## config.mk

```make
export PLATFORM = sky130hd
export DESIGN_NAME = pwr_seq_ctrl
export DESIGN_NICKNAME = d
export VERILOG_FILES = /design/src/rtl/pwr_seq_pkg.sv /design/src/rtl/pwr_sync.sv /design/src/rtl/pwr_debounce.sv /design/src/rtl/pwr_rst_timer.sv /design/src/rtl/pwr_sim_gate.sv /design/src/rtl/pwr_seq_ctrl.sv
export SDC_FILE = /design/constraint.sdc
export NUM_CORES = 1
export LEC_CHECK = 0
export ABC_AREA = 1
export BUFFER_PORTS_ARGS = -buffer_cell sky130_fd_sc_hd__buf_2
export CORE_ASPECT_RATIO = 1.25
export CORE_UTILIZATION = 45
export CTS_CLUSTER_DIAMETER = 60
export DETAILED_ROUTE_END_ITERATION = 16
export GPL_TIMING_DRIVEN = 0
export PLACE_DENSITY = 0.65
export SETUP_SLACK_MARGIN = 0.1
export SYNTH_ARGS = -nofsm -noshare
export SYNTH_HDL_FRONTEND = slang
export SYNTH_SLANG_ARGS = --single-unit
export TNS_END_PERCENT = 50
```

## constraint.sdc

```tcl
create_clock -name clk -period 3.85 [get_ports clk]
set_clock_uncertainty 0.1 [all_clocks]
set_input_delay 0.385 -clock clk [delete_from_list [all_inputs] [get_ports clk]]
set_output_delay 0.385 -clock clk [all_outputs]
set_load 0.02 [all_outputs]
```

## src/rtl/pwr_seq_pkg.sv

```systemverilog
package pwr_seq_pkg;

   typedef struct packed {
      logic bat_start;
      logic bat_run;
      logic chg;
      logic key_n;
      logic hold;
      logic ana_req;
      logic otemp;
      logic trec;
      logic pgood;
      logic sim_on;
      logic sim_5v;
   } pwr_in_t;

   localparam int IN_W = $bits(pwr_in_t);

   // the key idles released (high); every other flag idles low
   localparam pwr_in_t IN_RST = '{key_n: 1'b1, default: 1'b0};

endpackage

```

## src/rtl/pwr_sync.sv

```systemverilog
module pwr_sync #(
   parameter int W = 1,
   parameter int STG = 2,
   parameter logic [W-1:0] RST_VAL = '0
) (
   input  logic         clk,
   input  logic         rst_n,
   input  logic [W-1:0] d_i,
   output logic [W-1:0] q_o
);

   if (STG < 2) begin : g_bad_stg
      $error("pwr_sync: STG must be at least 2");
   end
   if (W < 1) begin : g_bad_w
      $error("pwr_sync: W must be positive");
   end

   logic [W-1:0] stg_q [STG];

   always_ff @(posedge clk or negedge rst_n) begin
      if (!rst_n) begin
         for (int i = 0; i < STG; i++) stg_q[i] <= RST_VAL;
      end else begin
         stg_q[0] <= d_i;
         for (int i = 1; i < STG; i++) stg_q[i] <= stg_q[i-1];
      end
   end

   assign q_o = stg_q[STG-1];

endmodule

```

## src/rtl/pwr_debounce.sv

```systemverilog
module pwr_debounce #(
   parameter int CYC = 8,
   parameter logic RST_VAL = 1'b0
) (
   input  logic clk,
   input  logic rst_n,
   input  logic d_i,
   output logic q_o
);

   if (CYC < 0) begin : g_bad_cyc
      $error("pwr_debounce: CYC must not be negative");
   end

   if (CYC == 0) begin : g_pass
      assign q_o = d_i;
   end else begin : g_filt
      localparam int CW = $clog2(CYC + 1);
      logic [CW-1:0] cnt_q;
      logic          lvl_q;

      always_ff @(posedge clk or negedge rst_n) begin
         if (!rst_n) begin
            cnt_q <= '0;
            lvl_q <= RST_VAL;
         end else if (d_i == lvl_q) begin
            cnt_q <= '0;
         end else if (cnt_q == CW'(CYC - 1)) begin
            lvl_q <= d_i;
            cnt_q <= '0;
         end else begin
            cnt_q <= cnt_q + 1'b1;
         end
      end

      assign q_o = lvl_q;


      deb_follow_chk: assert property (@(posedge clk) disable iff (!rst_n)
         (lvl_q != $past(lvl_q)) |-> (lvl_q == $past(d_i)));
   end

endmodule

```

## src/rtl/pwr_rst_timer.sv

```systemverilog
module pwr_rst_timer #(
   parameter int DLY_W = 16
) (
   input  logic             clk,
   input  logic             rst_n,
   input  logic             dig_en_i,
   input  logic             pgood_i,
   input  logic [DLY_W-1:0] dly_i,
   output logic             rst_n_o
);

   if (DLY_W < 1 || DLY_W > 32) begin : g_bad_w
      $error("pwr_rst_timer: DLY_W out of range");
   end

   logic [DLY_W-1:0] cnt_q;
   logic             rel_q;

   always_ff @(posedge clk or negedge rst_n) begin
      if (!rst_n) begin
         cnt_q <= '0;
         rel_q <= 1'b0;
      end else if (!dig_en_i || !pgood_i) begin
         cnt_q <= '0;
         rel_q <= 1'b0;
      end else if (!rel_q) begin
         if (cnt_q >= dly_i) rel_q <= 1'b1;
         else                cnt_q <= cnt_q + 1'b1;
      end
   end

   assign rst_n_o = rel_q;


   rst_low_off_chk: assert property (@(posedge clk) disable iff (!rst_n)
      !dig_en_i |=> !rst_n_o);

endmodule

```

## src/rtl/pwr_sim_gate.sv

```systemverilog
module pwr_sim_gate (
   input  logic clk,
   input  logic rst_n,
   input  logic dig_en_i,
   input  logic sys_rst_n_i,
   input  logic sim_on_i,
   input  logic sel_5v_i,
   output logic sim_en_o,
   output logic sim_5v_o
);

   logic en_d;

   assign en_d = dig_en_i & sys_rst_n_i & sim_on_i;

   always_ff @(posedge clk or negedge rst_n) begin
      if (!rst_n) begin
         sim_en_o <= 1'b0;
         sim_5v_o <= 1'b0;
      end else begin
         sim_en_o <= en_d;
         sim_5v_o <= en_d & sel_5v_i;
      end
   end


   sim_rst_gate_chk: assert property (@(posedge clk) disable iff (!rst_n)
      !sys_rst_n_i |=> !sim_en_o);


   sim_dig_gate_chk: assert property (@(posedge clk) disable iff (!rst_n)
      !dig_en_i |=> (!sim_en_o && !sim_5v_o));

endmodule

```

## src/rtl/pwr_seq_ctrl.sv

```systemverilog
module pwr_seq_ctrl
   import pwr_seq_pkg::*;
#(
   parameter int SYNC_STG = 2,
   parameter int DB_CYC   = 8,
   parameter int DLY_W    = 16
) (
   input  logic             clk,
   input  logic             rst_n,
   input  logic             bat_start_i,
   input  logic             bat_run_i,
   input  logic             chg_det_i,
   input  logic             key_n_i,
   input  logic             hold_i,
   input  logic             ana_req_i,
   input  logic             otemp_i,
   input  logic             trec_i,
   input  logic             dig_pgood_i,
   input  logic             sim_on_i,
   input  logic             sim_5v_i,
   input  logic [DLY_W-1:0] rst_dly_i,
   output logic             rtc_en_o,
   output logic             dig_en_o,
   output logic             ana_en_o,
   output logic             ref_en_o,
   output logic             osc_en_o,
   output logic             sys_rst_n_o,
   output logic             sim_en_o,
   output logic             sim_5v_o
);

   pwr_in_t         raw_in;
   pwr_in_t         syn_in;
   logic [IN_W-1:0] syn_vec;

   assign raw_in = '{bat_start: bat_start_i, bat_run: bat_run_i, chg: chg_det_i,
                     key_n: key_n_i, hold: hold_i, ana_req: ana_req_i,
                     otemp: otemp_i, trec: trec_i, pgood: dig_pgood_i,
                     sim_on: sim_on_i, sim_5v: sim_5v_i};

   pwr_sync #(.W(IN_W), .STG(SYNC_STG), .RST_VAL(IN_RST)) u_sync (
      .clk   (clk),
      .rst_n (rst_n),
      .d_i   (raw_in),
      .q_o   (syn_vec)
   );
   assign syn_in = pwr_in_t'(syn_vec);

   logic chg_f, key_n_f;

   pwr_debounce #(.CYC(DB_CYC), .RST_VAL(1'b0)) u_deb_chg (
      .clk (clk), .rst_n (rst_n), .d_i (syn_in.chg), .q_o (chg_f)
   );
   pwr_debounce #(.CYC(DB_CYC), .RST_VAL(1'b1)) u_deb_key (
      .clk (clk), .rst_n (rst_n), .d_i (syn_in.key_n), .q_o (key_n_f)
   );

   // power-state decisions
   logic lock_q, therm_q, dig_en_q, osc_en_q;
   logic forced_src, turn_req, main_d;

   assign forced_src = chg_f | ~key_n_f;
   assign turn_req   = forced_src | syn_in.hold;
   assign main_d     = turn_req & ~therm_q & ~syn_in.otemp & (~lock_q | dig_en_q);

   always_ff @(posedge clk or negedge rst_n) begin
      if (!rst_n) begin
         lock_q   <= 1'b1;
         therm_q  <= 1'b0;
         dig_en_q <= 1'b0;
         osc_en_q <= 1'b0;
      end else begin
         dig_en_q <= main_d;
         osc_en_q <= main_d & (forced_src | syn_in.ana_req);
         if (syn_in.otemp)     therm_q <= 1'b1;
         else if (syn_in.trec) therm_q <= 1'b0;
         if (!dig_en_q) begin
            if (syn_in.bat_start)    lock_q <= 1'b0;
            else if (!syn_in.bat_run) lock_q <= 1'b1;
         end
      end
   end

   logic sys_rst_n;

   pwr_rst_timer #(.DLY_W(DLY_W)) u_rst (
      .clk      (clk),
      .rst_n    (rst_n),
      .dig_en_i (dig_en_q),
      .pgood_i  (syn_in.pgood),
      .dly_i    (rst_dly_i),
      .rst_n_o  (sys_rst_n)
   );

   pwr_sim_gate u_sim (
      .clk         (clk),
      .rst_n       (rst_n),
      .dig_en_i    (dig_en_q),
      .sys_rst_n_i (sys_rst_n),
      .sim_on_i    (syn_in.sim_on),
      .sel_5v_i    (syn_in.sim_5v),
      .sim_en_o    (sim_en_o),
      .sim_5v_o    (sim_5v_o)
   );

   assign rtc_en_o    = ~lock_q | dig_en_q;
   assign dig_en_o    = dig_en_q;
   assign ana_en_o    = dig_en_q;
   assign ref_en_o    = dig_en_q;
   assign osc_en_o    = osc_en_q;
   assign sys_rst_n_o = sys_rst_n;


   therm_block_chk: assert property (@(posedge clk) disable iff (!rst_n)
      therm_q |-> !dig_en_q);


   osc_needs_main_chk: assert property (@(posedge clk) disable iff (!rst_n)
      osc_en_q |-> dig_en_q);


   lock_frozen_chk: assert property (@(posedge clk) disable iff (!rst_n)
      (dig_en_q && $past(dig_en_q)) |-> (lock_q == $past(lock_q)));


   lock_no_start_chk: assert property (@(posedge clk) disable iff (!rst_n)
      (lock_q && !dig_en_q) |=> !dig_en_q);

endmodule

```

## Yosys cells after proc, flatten, opt, wreduce, memory -nomap -nowiden

Cells that the tools add are included.

| word-level totals | value |
|---|---|
| flip-flop bits (word level) | 55 |
| input port bits | 29 |
| output and inout bits | 8 |
| logic and storage cells | 65 |

| operators by class | value |
|---|---|
| $add $sub $neg | 3 |
| magnitude comparators | 1 |
| eq/ne operators | 7 |
| muxes and demuxes | 14 |
| bitwise gates (word level) | 18 |
| reductions and logical operators | 8 |

Operators by type and width:

| kind | count |
|---|---|
| $mux W16 | 3 |
| $add A16 B1 Y16 const B | 1 |
| $ge A16 B16 Y1 | 1 |
| $mux W4 | 4 |
| $add A4 B1 Y4 const B | 2 |
| $eq A4 B3 Y1 const B | 2 |
| $reduce_and A2 Y1 | 4 |
| $and A1 B1 Y1 | 7 |
| $mux W1 | 7 |
| $not A1 Y1 | 7 |
| $ne A2 B1 Y1 const B | 2 |
| $or A1 B1 Y1 | 4 |
| $eq A1 B1 Y1 | 2 |
| $logic_not A1 Y1 | 2 |
| $ne A2 B2 Y1 const B | 1 |
| $reduce_bool A2 Y1 | 1 |
| $logic_or A1 B1 Y1 | 1 |

## Depth between registers and ports, before layout

| depth | value |
|---|---|
| depth in word-level cells | 7 |
| depth in mapped cells | 14 |
| mapped depth without buffers | 13 |

## By module

From an unflattened synthesis, not the netlist that was laid out.

| second synthesis, totals | value |
|---|---|
| cells, all modules | 348 |
| area, all modules | 3047.9 um2 |

Modules (own cells, without submodules):

| module | instances | cells each | area an instance (um2) | sequential area each (um2) |
|---|---|---|---|---|
| pwr_rst_timer | 1 | 233 | 1662.8 | 425.4 |
| pwr_sync | 1 | 33 | 635.6 | 553.0 |
| pwr_debounce at u_deb_chg | 1 | 27 | 230.2 | 125.1 |
| pwr_debounce at u_deb_key | 1 | 27 | 229.0 | 126.4 |
| pwr_seq_ctrl | 1 | 22 | 216.5 | 101.3 |
| pwr_sim_gate | 1 | 6 | 73.8 | 50.0 |

## Worst setup path after synthesis

Ideal clock, no wire load.

| path | value |
|---|---|
| path type | in2reg |
| from | in rst_dly_i[13] |
| to | reg u_rst.cnt_q[10] |
| setup time | 0.118 ns |
| data arrival time | 1.514 ns |
| data required time | 3.632 ns |
| slack | 2.118 ns |
| stages on the path | 11 |
| cells stage by stage | inv_1 ha_1 nand2_1 inv_1 o21ai_1 nand3_1 nor2_4 nand2_4 buf_6 nand3_1 nand2_1 |

| on the way | value |
|---|---|
| word-level cells in the longest chain between the ends | 3 |

Ends and longest elaborated chain:

| item | line | RTL |
|---|---|---|
| start, declared | pwr_seq_ctrl.sv:21 | `input logic [DLY_W-1:0] rst_dly_i,` |
| $ge A16 B16 Y1 | pwr_rst_timer.sv:27 | `if (cnt_q >= dly_i) rel_q <= 1'b1;` |
| $ne A2 B1 Y1 (no line) | n/a |  |
| $reduce_and A2 Y1 (no line) | n/a |  |
| end signal, assigned | pwr_rst_timer.sv:28 | `else cnt_q <= cnt_q + 1'b1;` |
| end, declared | pwr_rst_timer.sv:16 | `logic [DLY_W-1:0] cnt_q;` |

Every way passes these cells.
A chain may end at the register's enable or synchronous reset.

## Worst setup path after layout

| path | value |
|---|---|
| from | reg u_rst.cnt_q[13] |
| to | reg u_rst.cnt_q[14] |

| on the way | value |
|---|---|
| word-level cells in the longest chain between the ends | 4 |
| elaborated cells between the ends (all ways) | 7 |
| classes of those cells | 1 x add/sub; 1 x order compare; 1 x eq/ne; 3 x mux; 1 x reduce/logical |

Ends and longest elaborated chain:

| item | line | RTL |
|---|---|---|
| $add A16 B1 Y16 | pwr_rst_timer.sv:28 |  |
| $mux W16 | pwr_rst_timer.sv:27 |  |
| $mux W16 | pwr_rst_timer.sv:26 | `end else if (!rel_q) begin` |
| $mux W16 | pwr_rst_timer.sv:23 | `end else if (!dig_en_i \|\| !pgood_i) begin` |

Parallel ways exist; a longest one is shown, timed or not. The select of a mux whose other input is x is not followed.

==> flow_metrics.tcl <==
set metrics [dict create \
    final-setup-viol-count 0 \
    fin_hold_ws_ns 0.0744 \
    grt_max_degree 56 \
    die_h_um 90.9 \
    wire_per_inst_um 11.8 \
    vdd_drop_max_mv 0.167 \
    numPortBuffers 36 \
    postCtsHoldBufs 0 \
    cp_cell_sequence "ha_1 -> nand2_1 -> inv_1 -> o21ai_1 -> nand3_1 -> nor2_4 -> nand2_4 -> buf_6 -> nand3_1 -> nand2_1" \
    finalHoldViolCount 0 \
    grt.total_usage_pct 18.2 \
    cts-resized-gates 0 \
    clock_latency_ns 0.31 \
    arrival_ns 2.11 \
    avgSynthCellArea_um2 8.78 \
    finalWirelength_um 5320 \
    die_area_um2 6640 \
    via_count 2155 \
    fill_cells 579 \
    grt_pass1_vias 2098 \
    grt_pass1_wl_um 9290 \
    rows 32 \
    cts-buffers-inserted 5 \
    antenna_found_initial 0 \
    slowest_stage "dfrtp_1" \
    drc 0 \
    cap_violations 0 \
    use_met3_pct 3.24 \
    power_density_nw_per_um2 349 \
    synthesis.area_um2 2840 \
    worstMarginPinSlew_ns 1.17 \
    gp_congestion 0.870 \
    initial_core_util_pct 46.4 \
    met2_usage_pct 30.3 \
    netlist_instances 324 \
    crit_required_ns 3.95 \
    antenna_cells 0 \
    hpwl_um 4020 \
    worstPathMaxFanout 10 \
    min_period_over_period_pct 52.4 \
    pin_count 37 \
    slew_headroom_pct 22.1 \
    cts_tree "done" \
    endpoint_kind "flop" \
    clock_path_buffers 2 \
    fin_ws_ns 1.83 \
    startpoint_type "flop" \
    tns_ns 0 \
    drive_above_1_share_pct 18.5 \
    power.total_mw 1.12 \
    post_cts_buffers 0 \
    dr.pass1.iters 4 \
    criticalPathCategory "reg -> reg" \
    die_width_um 73.1 \
    outcome "completed" \
    period_needed_ns 2.02 \
    synth_warnings 0 \
    clockRootBuffer "clkbuf_8" \
    drt_iter0_drc 99 \
    nets 415 \
    htreeDepth 2 \
    core_um2 6130 \
    pre_cts_slack_ns 1.81 \
    yosysSeqAreaShare_pct 48.6 \
    worstHoldPathType "in -> reg" \
    slew_viol_final 0 \
    gr-total-overflow 0 \
    p_leak_nw 1.83 \
    area_delta_synth_final_pct 13.2 \
    antenna_left 0 \
    ys_types 29 \
    grt_util_met1_pct 22.1 \
    cts.clk_slew.worst_paths_ns 0.10 \
    cts_sinks 55 \
    rsz0062_at_grt "no" \
    yosys_register_bits 55 \
    viasPerCell 4.76 \
    fmax_mhz 496 \
    synth.net_count 372 \
    top_usage_layer "met2" \
    critPathMaxStageDelay_ns 0.47 \
]
==> final cells by class <==
cell class	instances	area, µm²	share of cell area, %
Inverter	53	199	6.18
Sequential cell	55	1380	42.9
Clock inverter	2	16.3	0.505
Buffer	8	51.3	1.59
Multi-Input combinational cell	208	1210	37.7
Timing Repair Buffer	36	180	5.60
Tap cell	85	106	3.30
Clock buffer	6	72.6	2.25
==> report_power, final <==
group	internal, mW	leakage (nW)	total [mW]	switching [mW]
Combinational	0.0623	1.09	0.147	0.0849
Sequential	0.630	0.698	0.662	0.0312
Clock	0.131	0.0418	0.316	0.185
==> synthesized netlist by cell type <==
master    instances  area (µm²)
mux2_2            1        11.3
o21ai_1           1        5.00
xor2_1            9        78.8
buf_2             2        10.0
buf_1             1        3.75
nand2_4           3        33.8
and3_1            1        6.26
ha_1             19         238
buf_4             3        22.5
and2_1            1        6.26
dfrtp_1          51        1280
a21oi_1           6        30.0
dfstp_2           4         105
buf_6             1        11.3
nand2_1          69         259
nor2_4            4        45.0
nand3_1          29         145
nand2_2           2        12.5
a21oi_2           1        8.76
o21ai_0           1        5.00
o21bai_1          1        7.51
inv_1            51         191
inv_2             2        7.51
nor2_2            2        12.5
nor2_1           28         105
clkbuf_1          1        3.75
xnor2_1           5        43.8
nand3b_1          2        15.0
nand4_1          23         144
==> kinds of logic (layout without fill, tap and decap cells) <==
group | after synthesis | after routing | synth area share, %
simple gates | 164 | 164 | 27.6
buf+inv | 61 | 105 | 8.80
flops | 55 | 55 | 48.6
fa+ha+maj | 19 | 19 | 8.36
xor+xnor | 14 | 14 | 4.31
compound gates | 10 | 10 | 1.98
mux | 1 | 1 | 0.396
==> registers in the layout, indices dropped and copies added (netlist names), 4 cells and up <==
register,flops
u_deb_chg.g_filt.cnt_q,4
u_deb_key.g_filt.cnt_q,4
u_rst.cnt_q,16
u_sync.q_o,11
u_sync.stg_q,11
==> per-stage QoR <==
step / cells / util, % / instance area [µm²]
global route: 453 / 52.6 / 3220
CTS: 453 / 52.6 / 3220
floorplan: 324 / - / 2840
detailed placement: 445 / 51.1 / 3130
finish: 453 / 52.6 / 3220
global placement: 445 / 51.1 / 3130
==> final timing paths <==
path                                   from  cells past startpoint                         to  slack, ns
min in group asynchronous             rst_n                      1              u_sync.q_o[3]       0.21
max in group asynchronous             rst_n                      1  u_deb_key.g_filt.cnt_q[3]       2.74
hold reg to reg            u_sync.stg_q[15]                      0              u_sync.q_o[4]       0.25
hold / removal                  bat_start_i                      1           u_sync.stg_q[21]       0.07
setup / recovery            u_rst.cnt_q[13]                     10            u_rst.cnt_q[14]       1.83
setup reg to reg            u_rst.cnt_q[13]                     10            u_rst.cnt_q[14]       1.83
==> critical path, delay by kind of cell, from the launching register on <==
| family | cells | cell delay (ns) |
|---|---|---|
| buffers and inverters | 2 | 0.19 |
| DFF | 1 | 0.47 |
| adders and majority gates | 1 | 0.32 |
| AOI/OAI and AO/OA | 1 | 0.12 |
| and+or+nand+nor | 6 | 0.70 |
==> placed cells by master (no fill, tap or decap) <==
master / instances
inv_2: 2
dfstp_2: 4
clkinvlp_4: 1
nor2_4: 4
buf_2: 38
buf_1: 1
o21ai_1: 1
nand3_1: 29
ha_1: 19
clkbuf_1: 2
nand2_4: 3
nand2_1: 69
xnor2_1: 5
o21bai_1: 1
buf_4: 3
and3_1: 1
inv_1: 51
nor2_1: 28
o21ai_0: 1
clkbuf_8: 5
nand4_1: 23
nand2_2: 2
and2_1: 1
nand3b_1: 2
nor2_2: 2
inv_6: 1
buf_6: 1
a21oi_2: 1
dfrtp_1: 51
mux2_2: 1
a21oi_1: 6
xor2_1: 9
==> routing by layer <==
metal | vias to the layer above | share of wire [%]
met4 | 0 | 2.2
met1 | 1000 | 45
met5 | - | 0
met3 | 11 | 2.5
met2 | 32 | 50
li1 | 1112 | -
Note: power is estimated with default switching activity, not from simulation.
